File: src/rtl/kgc_pkg.sv
package kgc_pkg;

    localparam int unsigned REG_W     = 32;
    localparam int unsigned OFS_W     = 12;
    localparam int unsigned KEY_W     = 16;
    localparam int unsigned FLAG_BIT  = 31;
    localparam int unsigned MAX_PINS  = 32;

    localparam logic [KEY_W-1:0] KEY_ARM    = 16'hD42F;
    localparam logic [KEY_W-1:0] KEY_DISARM = 16'h0000;

    localparam logic [OFS_W-1:0] OFS_DIN    = 12'h004;
    localparam logic [OFS_W-1:0] OFS_MODE1  = 12'h008;
    localparam logic [OFS_W-1:0] OFS_MODE0  = 12'h00C;
    localparam logic [OFS_W-1:0] OFS_DSET   = 12'h014;
    localparam logic [OFS_W-1:0] OFS_DCLR   = 12'h018;
    localparam logic [OFS_W-1:0] OFS_M1SET  = 12'h04C;
    localparam logic [OFS_W-1:0] OFS_M1CLR  = 12'h050;
    localparam logic [OFS_W-1:0] OFS_M0SET  = 12'h054;
    localparam logic [OFS_W-1:0] OFS_M0CLR  = 12'h058;
    localparam logic [OFS_W-1:0] OFS_LOCK   = 12'h088;

    typedef enum logic [1:0] {
        PM_FLOAT     = 2'b00,
        PM_PUSHPULL  = 2'b01,
        PM_SINK_ONLY = 2'b10,
        PM_SRC_ONLY  = 2'b11
    } pad_mode_e;

    typedef struct packed {
        logic oe;
        logic val;
    } pad_drv_t;

    typedef struct packed {
        logic dat_set;
        logic dat_clr;
        logic m0_set;
        logic m0_clr;
        logic m1_set;
        logic m1_clr;
        logic m0_load;
        logic m1_load;
        logic lock_wr;
    } wr_sel_t;

    function automatic pad_drv_t pad_drive(pad_mode_e mode, logic dat);
        pad_drv_t r;
        r = '0;
        unique case (mode)
            PM_FLOAT:     r = '0;
            PM_PUSHPULL:  begin r.oe = 1'b1; r.val = dat; end
            PM_SINK_ONLY: begin r.oe = ~dat; r.val = 1'b0; end
            PM_SRC_ONLY:  begin r.oe = dat;  r.val = dat;  end
            default:      r = '0;
        endcase
        return r;
    endfunction

    function automatic wr_sel_t decode_write(logic wr, logic [OFS_W-1:0] ofs);
        wr_sel_t s;
        s = '0;
        if (wr) begin
            unique case (ofs)
                OFS_DSET:  s.dat_set = 1'b1;
                OFS_DCLR:  s.dat_clr = 1'b1;
                OFS_M0SET: s.m0_set  = 1'b1;
                OFS_M0CLR: s.m0_clr  = 1'b1;
                OFS_M1SET: s.m1_set  = 1'b1;
                OFS_M1CLR: s.m1_clr  = 1'b1;
                OFS_MODE0: s.m0_load = 1'b1;
                OFS_MODE1: s.m1_load = 1'b1;
                OFS_LOCK:  s.lock_wr = 1'b1;
                default:   s = '0;
            endcase
        end
        return s;
    endfunction

endpackage

File: src/rtl/kgc_sync.sv
module kgc_sync #(
    parameter int unsigned WIDTH       = 32,
    parameter int unsigned SYNC_STAGES = 2
) (
    input  logic             clk,
    input  logic             rst,
    input  logic [WIDTH-1:0] pad_in,
    output logic [WIDTH-1:0] din_q
);
    localparam int unsigned LAST = SYNC_STAGES - 1;

    logic [WIDTH-1:0] stg [SYNC_STAGES];

    always_ff @(posedge clk) begin
        if (rst) stg[0] <= '0;
        else     stg[0] <= pad_in;
    end

    for (genvar k = 1; k < SYNC_STAGES; k++) begin : g_stage
        always_ff @(posedge clk) begin
            if (rst) stg[k] <= '0;
            else     stg[k] <= stg[k-1];
        end
    end

    always_ff @(posedge clk) begin
        if (rst) din_q <= '0;
        else     din_q <= stg[LAST];
    end

    // Counts edges since reset so the latency check never looks before it.
    logic [1:0] since_rst;
    always_ff @(posedge clk) begin
        if (rst)                 since_rst <= '0;
        else if (since_rst != 3) since_rst <= since_rst + 2'd1;
    end

    if (SYNC_STAGES == 2) begin : g_lat_chk
        p_din_latency_r7: assert property (@(posedge clk) disable iff (rst)
            (since_rst == 2'd3) |-> (din_q == $past(pad_in, 3)));
    end

endmodule

File: src/rtl/kgc_lock.sv
module kgc_lock
    import kgc_pkg::*;
(
    input  logic             clk,
    input  logic             rst,
    input  logic             lock_wr,
    input  logic [KEY_W-1:0] key,
    output logic             armed
);
    typedef enum logic [1:0] { KA_NONE, KA_ARM, KA_DISARM } key_act_e;
    key_act_e act;

    always_comb begin
        act = KA_NONE;
        if (lock_wr) begin
            if (key == KEY_ARM)         act = KA_ARM;
            else if (key == KEY_DISARM) act = KA_DISARM;
        end
    end

    always_ff @(posedge clk) begin
        if (rst) armed <= 1'b0;
        else begin
            unique case (act)
                KA_ARM:    armed <= 1'b1;
                KA_DISARM: armed <= 1'b0;
                default:   armed <= armed;
            endcase
        end
    end

    p_arm_key_r4: assert property (@(posedge clk) disable iff (rst)
        (lock_wr && key == KEY_ARM) |=> armed);
    p_disarm_key_r4: assert property (@(posedge clk) disable iff (rst)
        (lock_wr && key == KEY_DISARM) |=> !armed);
    p_other_key_r4: assert property (@(posedge clk) disable iff (rst)
        (lock_wr && key != KEY_ARM && key != KEY_DISARM) |=> $stable(armed));
    p_no_write_r4: assert property (@(posedge clk) disable iff (rst)
        !lock_wr |=> $stable(armed));

endmodule

File: src/rtl/kgc_regs.sv
module kgc_regs
    import kgc_pkg::*;
#(
    parameter int unsigned WIDTH = 32
) (
    input  logic             clk,
    input  logic             rst,
    input  wr_sel_t          sel,
    input  logic [WIDTH-1:0] wdata,
    input  logic             armed,
    output logic [WIDTH-1:0] dout,
    output logic [WIDTH-1:0] mode0,
    output logic [WIDTH-1:0] mode1
);
    always_ff @(posedge clk) begin
        if (rst) begin
            dout  <= '0;
            mode0 <= '0;
            mode1 <= '0;
        end else begin
            if (sel.dat_set) dout <= dout | wdata;
            if (sel.dat_clr) dout <= dout & ~wdata;
            if (armed) begin
                if (sel.m0_set)  mode0 <= mode0 | wdata;
                if (sel.m0_clr)  mode0 <= mode0 & ~wdata;
                if (sel.m0_load) mode0 <= wdata;
                if (sel.m1_set)  mode1 <= mode1 | wdata;
                if (sel.m1_clr)  mode1 <= mode1 & ~wdata;
                if (sel.m1_load) mode1 <= wdata;
            end
        end
    end

    p_mode_frozen_r5: assert property (@(posedge clk) disable iff (rst)
        !armed |=> ($stable(mode0) && $stable(mode1)));
    p_dset_hits_r2: assert property (@(posedge clk) disable iff (rst)
        sel.dat_set |=> ((dout & $past(wdata)) == $past(wdata)));
    p_dset_keeps_r2: assert property (@(posedge clk) disable iff (rst)
        sel.dat_set |=> ((dout & ~$past(wdata)) == ($past(dout) & ~$past(wdata))));
    p_dclr_hits_r2: assert property (@(posedge clk) disable iff (rst)
        sel.dat_clr |=> ((dout & $past(wdata)) == '0));
    p_m0set_r6: assert property (@(posedge clk) disable iff (rst)
        (armed && sel.m0_set) |=> ((mode0 & $past(wdata)) == $past(wdata)));
    p_m1clr_r6: assert property (@(posedge clk) disable iff (rst)
        (armed && sel.m1_clr) |=> ((mode1 & $past(wdata)) == '0));

endmodule

File: src/rtl/kgc_pad.sv
module kgc_pad
    import kgc_pkg::*;
#(
    parameter int unsigned WIDTH = 32
) (
    input  logic             clk,
    input  logic             rst,
    input  logic [WIDTH-1:0] dout,
    input  logic [WIDTH-1:0] mode0,
    input  logic [WIDTH-1:0] mode1,
    output logic [WIDTH-1:0] pad_out,
    output logic [WIDTH-1:0] pad_oe
);
    for (genvar i = 0; i < WIDTH; i++) begin : g_pin
        pad_drv_t drv;
        always_comb drv = pad_drive(pad_mode_e'({mode1[i], mode0[i]}), dout[i]);
        assign pad_out[i] = drv.val;
        assign pad_oe[i]  = drv.oe;

        p_input_floats_r3: assert property (@(posedge clk) disable iff (rst)
            (!mode1[i] && !mode0[i]) |-> (!pad_oe[i] && !pad_out[i]));
        p_sink_never_high_r3: assert property (@(posedge clk) disable iff (rst)
            (mode1[i] && !mode0[i]) |-> !pad_out[i]);
        p_src_never_low_r3: assert property (@(posedge clk) disable iff (rst)
            (mode1[i] && mode0[i] && pad_oe[i]) |-> pad_out[i]);
    end

endmodule

File: src/rtl/keyed_gpio_ctrl.sv
module keyed_gpio_ctrl
    import kgc_pkg::*;
#(
    parameter int unsigned NUM_PINS    = 32,
    parameter int unsigned SYNC_STAGES = 2
) (
    input  logic                clk,
    input  logic                rst,
    input  logic                bus_wr,
    input  logic [11:0]         bus_addr,
    input  logic [31:0]         bus_wdata,
    output logic [31:0]         bus_rdata,
    input  logic [NUM_PINS-1:0] pad_in,
    output logic [NUM_PINS-1:0] pad_out,
    output logic [NUM_PINS-1:0] pad_oe
);
    localparam int unsigned PW = NUM_PINS;

    wr_sel_t       sel;
    logic          armed;
    logic [PW-1:0] dout, mode0, mode1, din_q;

    always_comb sel = decode_write(bus_wr, bus_addr);

    kgc_sync #(.WIDTH(PW), .SYNC_STAGES(SYNC_STAGES)) u_sync (
        .clk(clk), .rst(rst), .pad_in(pad_in), .din_q(din_q)
    );

    kgc_lock u_lock (
        .clk(clk), .rst(rst), .lock_wr(sel.lock_wr),
        .key(bus_wdata[KEY_W-1:0]), .armed(armed)
    );

    kgc_regs #(.WIDTH(PW)) u_regs (
        .clk(clk), .rst(rst), .sel(sel), .wdata(bus_wdata[PW-1:0]),
        .armed(armed), .dout(dout), .mode0(mode0), .mode1(mode1)
    );

    kgc_pad #(.WIDTH(PW)) u_pad (
        .clk(clk), .rst(rst), .dout(dout), .mode0(mode0), .mode1(mode1),
        .pad_out(pad_out), .pad_oe(pad_oe)
    );

    function automatic logic [REG_W-1:0] widen(logic [PW-1:0] v);
        logic [REG_W-1:0] r;
        r = '0;
        r[PW-1:0] = v;
        return r;
    endfunction

    always_comb begin
        bus_rdata = '0;
        unique case (bus_addr)
            OFS_DIN:            bus_rdata = widen(din_q);
            OFS_MODE0:          bus_rdata = widen(mode0);
            OFS_MODE1:          bus_rdata = widen(mode1);
            OFS_DSET, OFS_DCLR: bus_rdata = widen(dout);
            OFS_LOCK:           bus_rdata[FLAG_BIT] = armed;
            default:            bus_rdata = '0;
        endcase
    end

    p_lock_readback_r4: assert property (@(posedge clk) disable iff (rst)
        (bus_addr == OFS_LOCK) |-> (bus_rdata[FLAG_BIT-1:0] == '0));

endmodule

File: config.mk
export PLATFORM = sky130hd
export DESIGN_NAME = keyed_gpio_ctrl
export DESIGN_NICKNAME = d
export VERILOG_FILES = /design/src/rtl/kgc_pkg.sv /design/src/rtl/kgc_sync.sv /design/src/rtl/kgc_lock.sv /design/src/rtl/kgc_regs.sv /design/src/rtl/kgc_pad.sv /design/src/rtl/keyed_gpio_ctrl.sv
export SDC_FILE = /design/constraint.sdc
export NUM_CORES = 1
export LEC_CHECK = 0
export BUFFER_PORTS_ARGS = -buffer_cell sky130_fd_sc_hd__buf_2
export CELL_PAD_IN_SITES_DETAIL_PLACEMENT = 0
export CELL_PAD_IN_SITES_GLOBAL_PLACEMENT = 1
export CORE_ASPECT_RATIO = 1.1
export CORE_MARGIN = 3
export CORE_UTILIZATION = 45
export DETAILED_ROUTE_END_ITERATION = 16
export GPL_TIMING_DRIVEN = 0
export MAX_ROUTING_LAYER = met4
export PLACE_DENSITY = 0.82
export SLEW_MARGIN = 15
export SYNTH_ARGS = -nofsm -noshare
export SYNTH_HDL_FRONTEND = slang
export SYNTH_SLANG_ARGS = --single-unit
File: constraint.sdc
create_clock -name clk -period 2.5 [get_ports clk]
set_input_delay 0.25 -clock clk [delete_from_list [all_inputs] [get_ports clk]]
set_output_delay 0.25 -clock clk [all_outputs]
set_load 0.005 [all_outputs]
-- Yosys cells after proc, flatten, opt, wreduce, memory -nomap -nowiden
Memories as Yosys holds them, arrays and structs flattened. A register that Yosys moved wholly into a read port is not among the register bits.
Cells that the tools add are included.
Widths: inputs -> output; s select.
- eq/ne operators: 109
- reductions and logical operators: 40
- bitwise gates (word level): 41
- multiplexer cells: 61
- operators by type and width (kind ; count):
    $mux 32 ; 10
    $pmux 2 s4 ; 32
    $eq 2x2->1 const B ; 65
    $pmux 31 s4 ; 1
    $and 32x32->32 ; 3
    $or 32x32->32 ; 3
    $eq 2x1->1 const B ; 33
    $logic_not 2->1 ; 32
    $eq 12x7->1 const B ; 4
    $not 1->1 ; 32
    $not 32->32 ; 1
    $eq 12x4->1 const B ; 2
    $eq 12x5->1 const B ; 2
    $eq 16x16->1 const B ; 1
    $logic_not 16->1 ; 1
    $eq 12x3->1 const B ; 1
    $eq 12x8->1 const B ; 1
    $mux 1 ; 12
    $mux 9 ; 1
    $mux 2 ; 3
    $reduce_bool 3->1 ; 2
    $pmux 1 s5 ; 1
    $reduce_and 2->1 ; 2
    $reduce_bool 2->1 ; 2
    other kinds (3) ; 4
- register bits after elaboration: 97
- memory bits (writable): 64
- bits of input ports: 79
- memories kept: 1
- word-level logic and storage cells: 256
- output and inout port bits: 96
- memories (name ; words ; width ; read ports ; clocked after memory_dff ; write ports ; line ; text):
    u_sync.stg ; 2 ; 32 ; 2 ; 1 ; 2 ; kgc_sync.sv:12 ; logic [WIDTH-1:0] stg [SYNC_STAGES];

-- Logic depth before layout (Yosys ltp)
Gate-level depths: netlist of the first run.
- word-level depth: 6
- gate-level depth with buffers: 8

-- Hierarchy
A second synthesis of the first run with hierarchy kept.
- cells, all modules: 789
- area, all modules: 8667.1 µm²
- modules (own cells, without submodules) (module ; area an instance (µm²) ; instances ; cells an instance ; sequential area each (µm²)):
    kgc_regs ; 3415.8 ; 1 ; 327 ; 1921.8
    kgc_sync ; 2600.0 ; 1 ; 202 ; 1921.8
    keyed_gpio_ctrl ; 1320.0 ; 1 ; 148 ; 0.0
    kgc_pad ; 1201.2 ; 1 ; 96 ; 0.0
    kgc_lock ; 130.1 ; 1 ; 16 ; 20.0

-- Worst setup path after synthesis of the first run
No wires, ideal clock.
- path type: in2reg
- start: input bus_addr[2]
- end: register u_lock.armed
- path slack: 0.731 ns
- arrival time: 1.641 ns
- setup time: 0.128 ns
- buffers on the path: 1
- data required time: 2.372 ns
- stages on the path: 7
- cell sequence: buf_4 -> nor4b_4 -> and4_1 -> and3_1 -> ha_1 -> a21oi_1 -> nor2_1
- cells in the longest elaborated chain, start to end: 6
- elaborated cells between the ends (all ways): 8
- those cells by class: eq/ne (3); mux (4); reduce/logical (1)
- ends and longest elaborated chain (element ; line ; text):
    from (decl) ; keyed_gpio_ctrl.sv:10 ; input logic [11:0] bus_addr,
    $eq 12x8->1 * ; kgc_pkg.sv:64 ; unique case (ofs)
    $mux 1 * ; kgc_pkg.sv:64 ;
    $mux 9 * ; kgc_pkg.sv:63 ; if (wr) begin
    $mux 2 * ; kgc_lock.sv:15 ; if (lock_wr) begin
    $eq 2x2->1 or $eq 2x1->1 (tied branches) ; kgc_lock.sv:24 ; unique case (act)
    $pmux 1 s2 or $reduce_bool 2->1 (tied branches) ; -- ;
    to (signal assigned) ; kgc_lock.sv:27 ; default: armed <= armed;
    to (decl) ; kgc_lock.sv:8 ; output logic armed
Mark *: on every way between the ends. The rest lies on a longest branch, timed or not.
A chain may end at the register's enable or synchronous reset.

-- Final worst setup path of the first run
- start: input bus_addr[1]
- end: output bus_rdata[10]
- cells in the longest elaborated chain, start to end: 3
- elaborated cells between the ends (all ways): 7
- those cells by class: eq/ne (5); mux (1); reduce/logical (1)
- ends and longest elaborated chain (element ; line ; text):
    $eq 12x5->1 ; keyed_gpio_ctrl.sv:53 ; unique case (bus_addr)
    $reduce_or 2->1 ; keyed_gpio_ctrl.sv:53 ;
    $pmux 31 s4 * ; keyed_gpio_ctrl.sv:53 ;
    to (decl) ; keyed_gpio_ctrl.sv:12 ; output logic [31:0] bus_rdata,
Marked as above.

==> summary.txt, run 1 <==
Status
  – Status: complete, no violations

Worst setup path
  – CP Max Fanout: 10
  – Cell breakdown of the critical path: buf_2 > nor4b_4 > clkbuf_1 > a32oi_1 > o221ai_1 > buf_2
  – Startpoint types: input pin
  – Critical path's top delay family: buffers and inverters
  – Crit Path Category: in2out
  – Slowest cell delay on critical path: 0.73 ns
  – Buf/Inv on CP: 3
  – Crit end category: primary output
  – Slowest-stage cell, CP: nor4b_4
  – Most used cell, CP: buf_2
  – Critical Path RT: 2.25 ns
  – WP data arrival: 2.16 ns

CTS
  – Clock-pin slew on the worst setup and hold paths: 0.07 ns
  – # Post-CTS Setup Buffers: 0
  – CTS tree: yes
  – TritonCTS Sinks: 193
  – Root buffer cell: clkbuf_16
  – H-tree Lvls: 4
  – Cts hold-fix bufs: 0
  – Clk buf depth: 2
  – Worst skew pair latency: 0.43 ns
  – TritonCTS Buffers: 17

Detailed routing
  – DRC Markers: 0
  – Avg WL per Cell: 20.1 um
  – WL met1: 12400 um
  – Vias per cell: 5.75
  – DR vias: 7992
  – Final WL: 28000 um
  – Routed met3 length: 1730 um
  – 1st-pass router iterations: 5
  – Antenna-violating nets left: 0
  – Uppermost layer routed: met4
  – Drt initial violations: 641
  – DR WL met2: 13100 um

STA
  – PnR worst setup slack: 0.0933 ns
  – Clock Skews: 0.00655 ns
  – Final period utilization: 96.3%
  – Min Tclk post-route: 2.41 ns
  – Final setup violation count: 0
  – RSZ-0062 raised after global routing: no
  – Final slew viol count: 0
  – Worst Tran Pin Value: 0.792 ns
  – Worst hold slack: 0.0195 ns
  – Slew HR: 47.0%
  – Fin Setup TNS: 0 ns
  – Fmax: 416 MHz
  – Final Hold Fails: 0

Floorplanning
  – Core Footprint: 19200 um2
  – Die Span Y: 153 um
  – Initial Util: 46.0%
  – Row count: 53
  – Top-Level Pins: 175
  – Die Wd: 140 um
  – Die Area: 21400 um2

Placed design
  – Pre-CTS WS: -0.132 ns
  – GPL Wtd Cong: 0.892
  – PortBufs: 173
  – Placed wire-length estimate: 19700 um
  – Placed cell count: 1360

Power
  – Overall power: 6170 uW
  – PwrDens: 580 nW/um2
  – Peak VDD IR: 527 uV
  – P_leak: 0.00412 uW

Layout
  – Register Area: 3860 um2
  – Commonest non-fill, non-tap cell in the layout: dfxtp_1
  – Most frequent cells in the layout: 193 x dfxtp_1, 191 x buf_2, 127 x nor2b_1, 67 x nand3_1, 63 x inv_1
  – Fin nets: 1212
  – Syn-to-layout area delta: 20.1%
  – Multi-input gate area: 4400 um2
  – Fill cells: 1788
  – Fraction of layout cells with a size suffix above 1: 24.8%
  – Layout Cells excl Fill: 1391

Synthesis
  – Flops & latches, synth: 193
  – Number of synthesized flops with an enable pin: 0
  – Netlist cell types: 47
  – Post-Syn Area: 8850 um2
  – Warnings, synthesis: 0
  – Synth Area in Compound Gates: 20.5%
  – Post-synthesis sequential area ratio: 43.7%
  – Syn Nets: 1020
  – Dominant synthesized flop cell: dfxtp_1
  – Largest family of logic cells by synthesized area: simple AND/OR/NAND/NOR gates
  – Simple-Gate Fraction of Synth Area: 25.2%
  – Adder-cell share of the synthesized area: 0.141%
  – Mean post-synth cell area: 9.42 um2
  – Post-Synth XOR/XNOR Area: 3.36%
  – Post-synth ARST share: 0%
  – Post-Synthesis Cells: 940
  – Post-synthesis mux area share: 0.127%

Global route
  – GRT Residual Overflow: 0
  – All-Layer GR Usage: 26.6%
  – First-pass GRT wire length: 43400 um
  – Largest net degree at the start of global routing: 17
  – Initial antenna violation count: 1
  – Number of global-route vias before repair: 7754

Min path
  – HP Class: in2reg

Job
  – MaxCap Viol Count: 0
per-stage QoR:
step	util (%)	instance area (um2)
2_1_floorplan	-	8850
3_3_place_gp	52.1	10000
3_5_place_dp	52.1	10000
4_1_cts	55.1	10600
5_1_grt	55.3	10600
6_report	55.3	10600
worst paths after layout:
check,start,to,slack (ns),cells past startpoint
max,bus_addr[1],bus_rdata[10],0.09,6
min,pad_in[26],u_sync.stg[0][26],0.02,2
max reg2reg,u_lock.armed,flop,0.46,4
min reg2reg,u_sync.stg[0][20],u_sync.stg[1][20],0.43,1
cell usage after synthesis, types with 3 or more instances:
master / count / area [um2]
dfxtp_1: 193 / 3860
nor2b_1: 127 / 795
nand3_1: 67 / 335
inv_1: 63 / 236
clkbuf_1: 54 / 203
nor2_1: 38 / 143
and2_1: 35 / 219
nand2b_1: 35 / 219
a32o_1: 34 / 340
xnor2_1: 33 / 289
nand3b_1: 32 / 240
a32oi_1: 31 / 272
o221ai_1: 31 / 272
a31o_2: 30 / 263
a311oi_1: 29 / 254
o211ai_1: 19 / 143
buf_2: 17 / 85.1
o211ai_2: 13 / 163
buf_6: 7 / 78.8
nand2_1: 6 / 22.5
nor3_1: 6 / 30.0
and4b_1: 4 / 40.0
a31oi_1: 3 / 18.8
and4_1: 3 / 26.3
nor4_2: 3 / 37.5
metal layers:
layer | up-vias | global-route usage, %
li1 | 3777 | -
met1 | 3832 | 34.9
met2 | 326 | 41.3
met3 | 57 | 3.97
met4 | 0 | 10.6
met5 | - | -
cell type report:
cell class              count  share of cell area, %
clock inverters             8                  0.989
flip-flops and latches    193                   36.3
plain buffers              80                   3.62
diodes                      1                 0.0235
clock buffers              22                   4.37
multi-input cells         604                   41.4
inverters                  63                   2.22
well taps                 247                   2.91
repair buffers            173                   8.14
report_power, final:
part / switching (uW) / leakage (uW) / internal [uW]
registers: 14.6 / 0.00157 / 3130
clock network: 1180 / 0.000281 / 1520
logic: 201 / 0.00227 / 112
total: 1400 / 0.00412 / 4770
logic make-up (layout without fill, tap and decap cells):
| group | Yosys count | count (layout) |
|---|---|---|
| DFF | 193 | 193 |
| AOI/OAI and AO/OA | 199 | 199 |
| muxes | 1 | 1 |
| xor gates and xnor gates | 34 | 34 |
| adders and majority gates | 1 | 1 |
| buffers and inverters | 143 | 346 |
| and+or+nand+nor | 369 | 369 |
| other | 0 | 1 |
what timing repair did:
action | CTS | global route
pin swaps | 0 | 1
gates resized for setup | 5 | 6
endpoints found under the hold margin | 0 | 0
endpoints found under the setup margin | 30 | 30
No activity file was read; power rests on OpenSTA's default activity.
==> run 2: changes to the inputs <==
--- a/config.mk
+++ b/config.mk
@@ -5,16 +5,17 @@
 export SDC_FILE = /design/constraint.sdc
 export NUM_CORES = 1
 export LEC_CHECK = 0
+export ABC_AREA = 1
 export BUFFER_PORTS_ARGS = -buffer_cell sky130_fd_sc_hd__buf_2
 export CELL_PAD_IN_SITES_DETAIL_PLACEMENT = 0
 export CELL_PAD_IN_SITES_GLOBAL_PLACEMENT = 1
 export CORE_ASPECT_RATIO = 1.1
 export CORE_MARGIN = 3
-export CORE_UTILIZATION = 45
+export CORE_UTILIZATION = 42
 export DETAILED_ROUTE_END_ITERATION = 16
 export GPL_TIMING_DRIVEN = 0
 export MAX_ROUTING_LAYER = met4
-export PLACE_DENSITY = 0.82
+export PLACE_DENSITY = 0.81
 export SLEW_MARGIN = 15
 export SYNTH_ARGS = -nofsm -noshare
 export SYNTH_HDL_FRONTEND = slang
==> run 2 against run 1 <==
  * Clock-buffer cell count is 5 lower
  * Wire length is 7.8% higher
  * Clock skew is 0.0014 ns lower
  * Worst hold slack worse by 0.013 ns
  * Die area is 8.9% higher
  * Synthesized area is 2.0% higher
  * Sequential share of layout area is 1.3 points lower
  * Global-route usage is 0.10 points lower
  * Utilization is 2.4 points lower
  * Sequential power hardly changed
  * Register-to-register slack better by 0.31 ns
  * Synthesized cell count is 37% higher
  * Critical path type unchanged
==> summary.txt, run 2 <==
Status
  – Status: complete, no violations

Synthesis
  – Post-synthesis sequential area ratio: 42.8%
  – Yosys top cell by area: dfxtp_1
  – Netlist cell types: 25
  – Number of synthesized flops with an enable pin: 0
  – Post-Syn Area: 9030 um2
  – Post-synth top cells: 238 x nand2_1, 193 x dfxtp_1, 175 x inv_1
  – Post-synth top area share: 42.8%
  – Post-synth ARST share: 0%
  – Flops & latches, synth: 193
  – Syn Nets: 1368
  – Post-Synthesis Cells: 1288
  – Dominant synthesized flop cell: dfxtp_1
  – Count leader, synth: nand2_1
  – Warnings, synthesis: 0
  – Top cells by area, synth: dfxtp_1 43%, nand2_1 9.9%, nand3_1 7.3%, inv_1 7.3%, nand4_1 7.0%
  – Mean post-synth cell area: 7.01 um2

Layout
  – Layout Cells excl Fill: 1797
  – Inserted Diodes: 0
  – Commonest non-fill, non-tap cell in the layout: nand2_1
  – Final core utilization: 52.9%
  – Fin nets: 1580
  – Fraction of layout cells with a size suffix above 1: 16.5%
  – Most frequent cells in the layout: 238 x nand2_1, 193 x dfxtp_1, 186 x buf_2, 175 x inv_1, 132 x nand3_1
  – Syn-to-layout area delta: 22.1%

Job
  – MaxCap Viol Count: 0

Floorplanning
  – Core Footprint: 20900 um2
  – Top-Level Pins: 175
  – Die Span Y: 160 um
  – Die Wd: 146 um
  – Initial Util: 43.3%
  – Die Area: 23300 um2
  – Row count: 55

Worst setup path
  – Startpoint types: input pin
  – FF-to-FF path depth: 4
  – Critical R2R Launch: u_lock.armed
  – Setup slack, reg-to-reg: 0.77 ns
  – Crit. Startpoint: bus_addr[7]
  – Critical Path RT: 2.25 ns
  – Crit Path Category: in2out
  – Crit end category: primary output
  – CP Max Fanout: 10
  – Worst setup endpoint: bus_rdata[23]
  – WP data arrival: 1.85 ns

Min path
  – HP Class: in2reg

Detailed routing
  – Avg WL per Cell: 16.8 um
  – Antenna-violating nets left: 0
  – Final WL: 30200 um
  – DR vias: 9293
  – Vias per cell: 5.17
  – Drt initial violations: 863
  – DRC Markers: 0
  – 1st-pass router iterations: 5

CTS
  – Clk buf depth: 2
  – # Post-CTS Setup Buffers: 0
  – Clock-pin slew on the worst setup and hold paths: 0.08 ns
  – TritonCTS Sinks: 193
  – TritonCTS Buffers: 17
  – Root buffer cell: clkbuf_16
  – Worst skew pair latency: 0.44 ns
  – H-tree Lvls: 4
  – CTS tree: yes

Power
  – PwrDens: 562 nW/um2
  – P_leak: 0.00498 uW
  – Peak VDD IR: 470 uV

STA
  – Worst hold slack: 0.00641 ns
  – Fmax: 476 MHz
  – Clock Skews: 0.00518 ns
  – Fin Setup TNS: 0 ns
  – Final slew viol count: 0
  – Min Tclk post-route: 2.10 ns
  – Slew HR: 48.3%
  – Worst Tran Pin Value: 0.775 ns
  – Final Hold Fails: 0
  – Final setup violation count: 0
  – Final period utilization: 84.0%
  – RSZ-0062 raised after global routing: no

Placed design
  – Placed wire-length estimate: 21500 um
  – PortBufs: 173
  – Placed cell count: 1746
  – GPL Wtd Cong: 0.917

Global route
  – First-pass GRT wire length: 48100 um
  – Initial antenna violation count: 0
  – All-Layer GR Usage: 26.5%
  – GRT Residual Overflow: 0
  – Number of global-route vias before repair: 8876
  – Largest net degree at the start of global routing: 20
-- run 2: cell type report --
class / instances / area (um2)
timing repair buffer: 193 / 1070
clock buffer: 17 / 425
multi-input combinational: 831 / 4050
fill: 2097 / 9830
clock inverter: 14 / 148
buffer: 86 / 444
tap: 285 / 357
inverter: 178 / 668
sequential: 193 / 3860
-- run 2: through the flow --
step                      instance area, um2  worst slack [ns]  total power [uW]
final                                  11000             0.401              6190
after global routing                   11000             0.270              6400
after CTS                              11000             0.380              6230
after detailed placement               10200             0.376              3530
after global placement                 10200             0.382              3530
after floorplan                         9030             0.974              3380
-- run 2: what timing repair did --
| action | CTS | global route |
|---|---|---|
| hold buffers | 20 | 0 |
| gates resized for setup | 0 | 0 |
| hold endpoints to repair | 20 | 0 |
-- run 2: per-layer routing --
layer	up-vias	routed length (um)	GRT usage (%)
li1	4604	-	-
met1	4265	13500	34.8
met2	373	14100	42.2
met3	51	1890	3.77
met4	0	707	8.51
met5	-	0	-
-- run 2: report_power, final --
| group | switching (uW) | internal [uW] | total (uW) |
|---|---|---|---|
| Clock | 1380 | 1330 | 2710 |
| Sequential | 15.3 | 3130 | 3150 |
| Combinational | 219 | 118 | 337 |
-- run 2: logic make-up after synthesis --
logic type,synth area share [%]
simple gates,34.5
buf+inv,12.3
flops,42.8
compound gates,7.26
xor+xnor,3.01
fa+ha+maj,0.139
-- run 2: worst min path at each step --
stage | startpoint | endpoint | slack (ns) | cells after the start
finish | pad_in[13] | u_sync.stg[0][13] | 0.006 | 3
global route | pad_in[26] | u_sync.stg[0][26] | 0.009 | 3
CTS | pad_in[13] | u_sync.stg[0][13] | 0.00004 | 3
detailed placement | u_sync.stg[0][23] | u_sync.stg[1][23] | 0.39 | 2
global placement | u_sync.stg[1][15] | u_sync.din_q[15] | 0.39 | 2
floorplan | pad_in[0] | u_sync.stg[0][0] | 0.36 | 2
-- run 2: critical path, stage by stage --
cell,delay (ns)
buf_2,0.11
nor2_1,0.14
nand2_1,0.13
nor2_4,0.23
clkbuf_1,0.53
nand3_1,0.17
nand4_1,0.16
buf_2,0.13
==> run 3: changes to the inputs <==
--- a/config.mk
+++ b/config.mk
@@ -5,17 +5,17 @@
 export SDC_FILE = /design/constraint.sdc
 export NUM_CORES = 1
 export LEC_CHECK = 0
-export ABC_AREA = 1
+export ABC_AREA = 0
 export BUFFER_PORTS_ARGS = -buffer_cell sky130_fd_sc_hd__buf_2
 export CELL_PAD_IN_SITES_DETAIL_PLACEMENT = 0
 export CELL_PAD_IN_SITES_GLOBAL_PLACEMENT = 1
 export CORE_ASPECT_RATIO = 1.1
 export CORE_MARGIN = 3
-export CORE_UTILIZATION = 42
+export CORE_UTILIZATION = 38
 export DETAILED_ROUTE_END_ITERATION = 16
 export GPL_TIMING_DRIVEN = 0
 export MAX_ROUTING_LAYER = met4
-export PLACE_DENSITY = 0.81
+export PLACE_DENSITY = 0.73
 export SLEW_MARGIN = 15
 export SYNTH_ARGS = -nofsm -noshare
 export SYNTH_HDL_FRONTEND = slang
==> constraint.sdc (replaced) <==
create_clock -name clk -period 1.8 [get_ports clk]
set_input_delay 0.18 -clock clk [delete_from_list [all_inputs] [get_ports clk]]
set_output_delay 0.18 -clock clk [all_outputs]
set_load 0.005 [all_outputs]
==> run 3 against run 2 <==
  * The run now ends with setup timing left
  * Combinational power rose by 58%
  * Global-route usage fell by 2.2 points
  * Die area rose by 8.0%
  * Clock skew rose by 0.0037 ns
  * First-iteration DRC count fell by 23%
  * Sequential cell count did not move
  * Largest power group unchanged
==> summary.txt, run 3 (same netlist as run 1, synthesis figures left out) <==
STA
  – RSZ-0062 raised after global routing: yes
  – Final setup violation count: 1
  – Min Tclk post-route: 1.81 ns
  – Final slew viol count: 0
  – Final Hold Fails: 0
  – Worst Tran Pin Value: 0.761 ns
  – Final period utilization: 101%
  – Slew HR: 49.3%
  – Fmax: 552 MHz
  – PnR worst setup slack: -0.0120 ns
  – Clock Skews: 0.00893 ns

Floorplanning
  – Top-Level Pins: 175
  – Initial Util: 39.4%
  – Core Footprint: 22500 um2
  – Die Wd: 152 um
  – Die Area: 25200 um2
  – Die Span Y: 166 um
  – Row count: 57

CTS
  – H-tree Lvls: 4
  – TritonCTS Sinks: 193
  – CTS tree: yes
  – Root buffer cell: clkbuf_16
  – Worst skew pair latency: 0.44 ns
  – Clock-pin slew on the worst setup and hold paths: 0.07 ns
  – TritonCTS Buffers: 17
  – Clk buf depth: 2

Placed design
  – PortBufs: 173
  – Post-DP Area: 10100 um2
  – Placed wire-length estimate: 20700 um
  – Pre-CTS WS: -0.750 ns
  – GPL Wtd Cong: 0.881
  – Placed cell count: 1408

Global route
  – Largest net degree at the start of global routing: 18
  – Number of global-route vias before repair: 7846
  – Initial antenna violation count: 1
  – Grt met3 use: 3.60%
  – GRT Residual Overflow: 0
  – Met2 usage: 37.8%
  – All-Layer GR Usage: 24.2%
  – Busiest grt layer: met2
  – First-pass GRT wire length: 45400 um
  – Met1 usage: 32.3%

Power
  – Clk pwr share: 44.4%
  – P_leak: 0.00463 uW
  – Internal Power: 6730 uW
  – Seq pwr share: 49.6%
  – Switch Pwr: 2090 uW
  – PwrDens: 752 nW/um2
  – Peak VDD IR: 679 uV
  – Comb pwr share: 6.1%
  – Sw Ratio: 23.7%

Layout
  – Post-route cell area: 11700 um2
  – Fin nets: 1272
  – Layout Cells excl Fill: 1500
  – Commonest non-fill, non-tap cell in the layout: dfxtp_1
  – Syn-to-layout area delta: 32.6%
  – Final core utilization: 52.2%
  – Fraction of layout cells with a size suffix above 1: 28.7%
  – Most frequent cells in the layout: 191 x dfxtp_1, 182 x buf_2, 127 x nor2b_1, 66 x nand3_1, 63 x inv_1
  – Fill cells: 2090

Worst setup path
  – WP data arrival: 1.63 ns
  – CP Max Fanout: 7
  – Startpoint types: input pin
  – Crit end category: primary output
  – Crit Path Category: in2out
  – Critical Path RT: 1.62 ns

Detailed routing
  – 1st-pass router iterations: 5
  – DR vias: 8197
  – DRC Markers: 0
  – Vias per cell: 5.46
  – Final WL: 30000 um
  – Avg WL per Cell: 20.0 um
  – Antenna-violating nets left: 0
  – Drt initial violations: 661

Job
  – MaxCap Viol Count: 0

Status
  – Failing checks: setup timing
  – Status: finished with violations

Min path
  – HP Class: in2reg
-- run 3: cell count changes in the layout (fill, tap and decap cells not counted), moves of 34 or more --
cell,delta
nand2_1,-233
nor2b_1,+127
inv_1,-112
nand4_1,-99
a21oi_1,-97
nor2_1,-76
nand3_1,-66
nor3_1,-61
and2_1,+35
nand2b_1,+35
a32o_1,+34
-- run 3: repair_timing --
item                                    in CTS  in global routing
pin swaps                                    5                  5
hold endpoints to repair                    40                  0
resized for setup                           66                 47
hold buffers                                40                  0
cloned                                       2                  3
endpoints found under the setup margin      73                 69
buffers inserted                            14                  2
-- run 3: through the flow --
| step | hold slack [ns] | setup TNS (ns) | total power [uW] |
|---|---|---|---|
| final | 0.00479 | -0.0120 | 8820 |
| after global routing | 0.0145 | -0.342 | 9100 |
| after CTS | 0.000297 | -0.186 | 8870 |
| after detailed placement | 0.393 | -74.11 | 4900 |
| after global placement | 0.388 | -74.53 | 4900 |
| after floorplan | 0.308 | 0 | 4660 |
-- run 3: area by class of cell --
class	instances	area, um2	area share [%]
Timing Repair Buffer	234	1550	13.2
Sequential cell	193	3870	33.0
Tap cell	295	369	3.15
Clock buffer	19	453	3.86
Antenna cell	1	2.50	0.0213
Multi-Input combinational cell	604	4560	38.8
Inverter	63	236	2.02
Buffer	79	549	4.68
Clock inverter	12	150	1.28
-- run 3: final timing paths --
check | from | to | slack, ns | cells after the start
setup / recovery | bus_addr[10] | bus_rdata[28] | -0.01 | 8
hold / removal | bus_wdata[19] | flop | 0.005 | 2
setup reg to reg | u_lock.armed | flop | 0.08 | 5
hold reg to reg | u_sync.stg[0][29] | u_sync.stg[1][29] | 0.43 | 1
-- run 3: critical path, stage by stage --
cell	delay [ns]
buf_2	0.14
nor3_4	0.21
and4_4	0.26
buf_12	0.11
nand2_8	0.09
bufbuf_16	0.31
o221ai_1	0.17
buf_2	0.15
-- run 3: power by group through the flow --
stage	Clock [uW]	Combinational [uW]	Sequential, uW
after floorplan	0	195	4460
after global placement	0	431	4470
after detailed placement	0	431	4470
after CTS	3980	520	4370
after global routing	4150	575	4380
final	3910	534	4370
-- run 3: per-layer routing --
| layer | up-vias | share of wire, % |
|---|---|---|
| met1 | 3962 | 44 |
| met4 | 0 | 2.4 |
| met5 | - | 0 |
| li1 | 3901 | - |
| met2 | 291 | 47 |
| met3 | 43 | 6.2 |
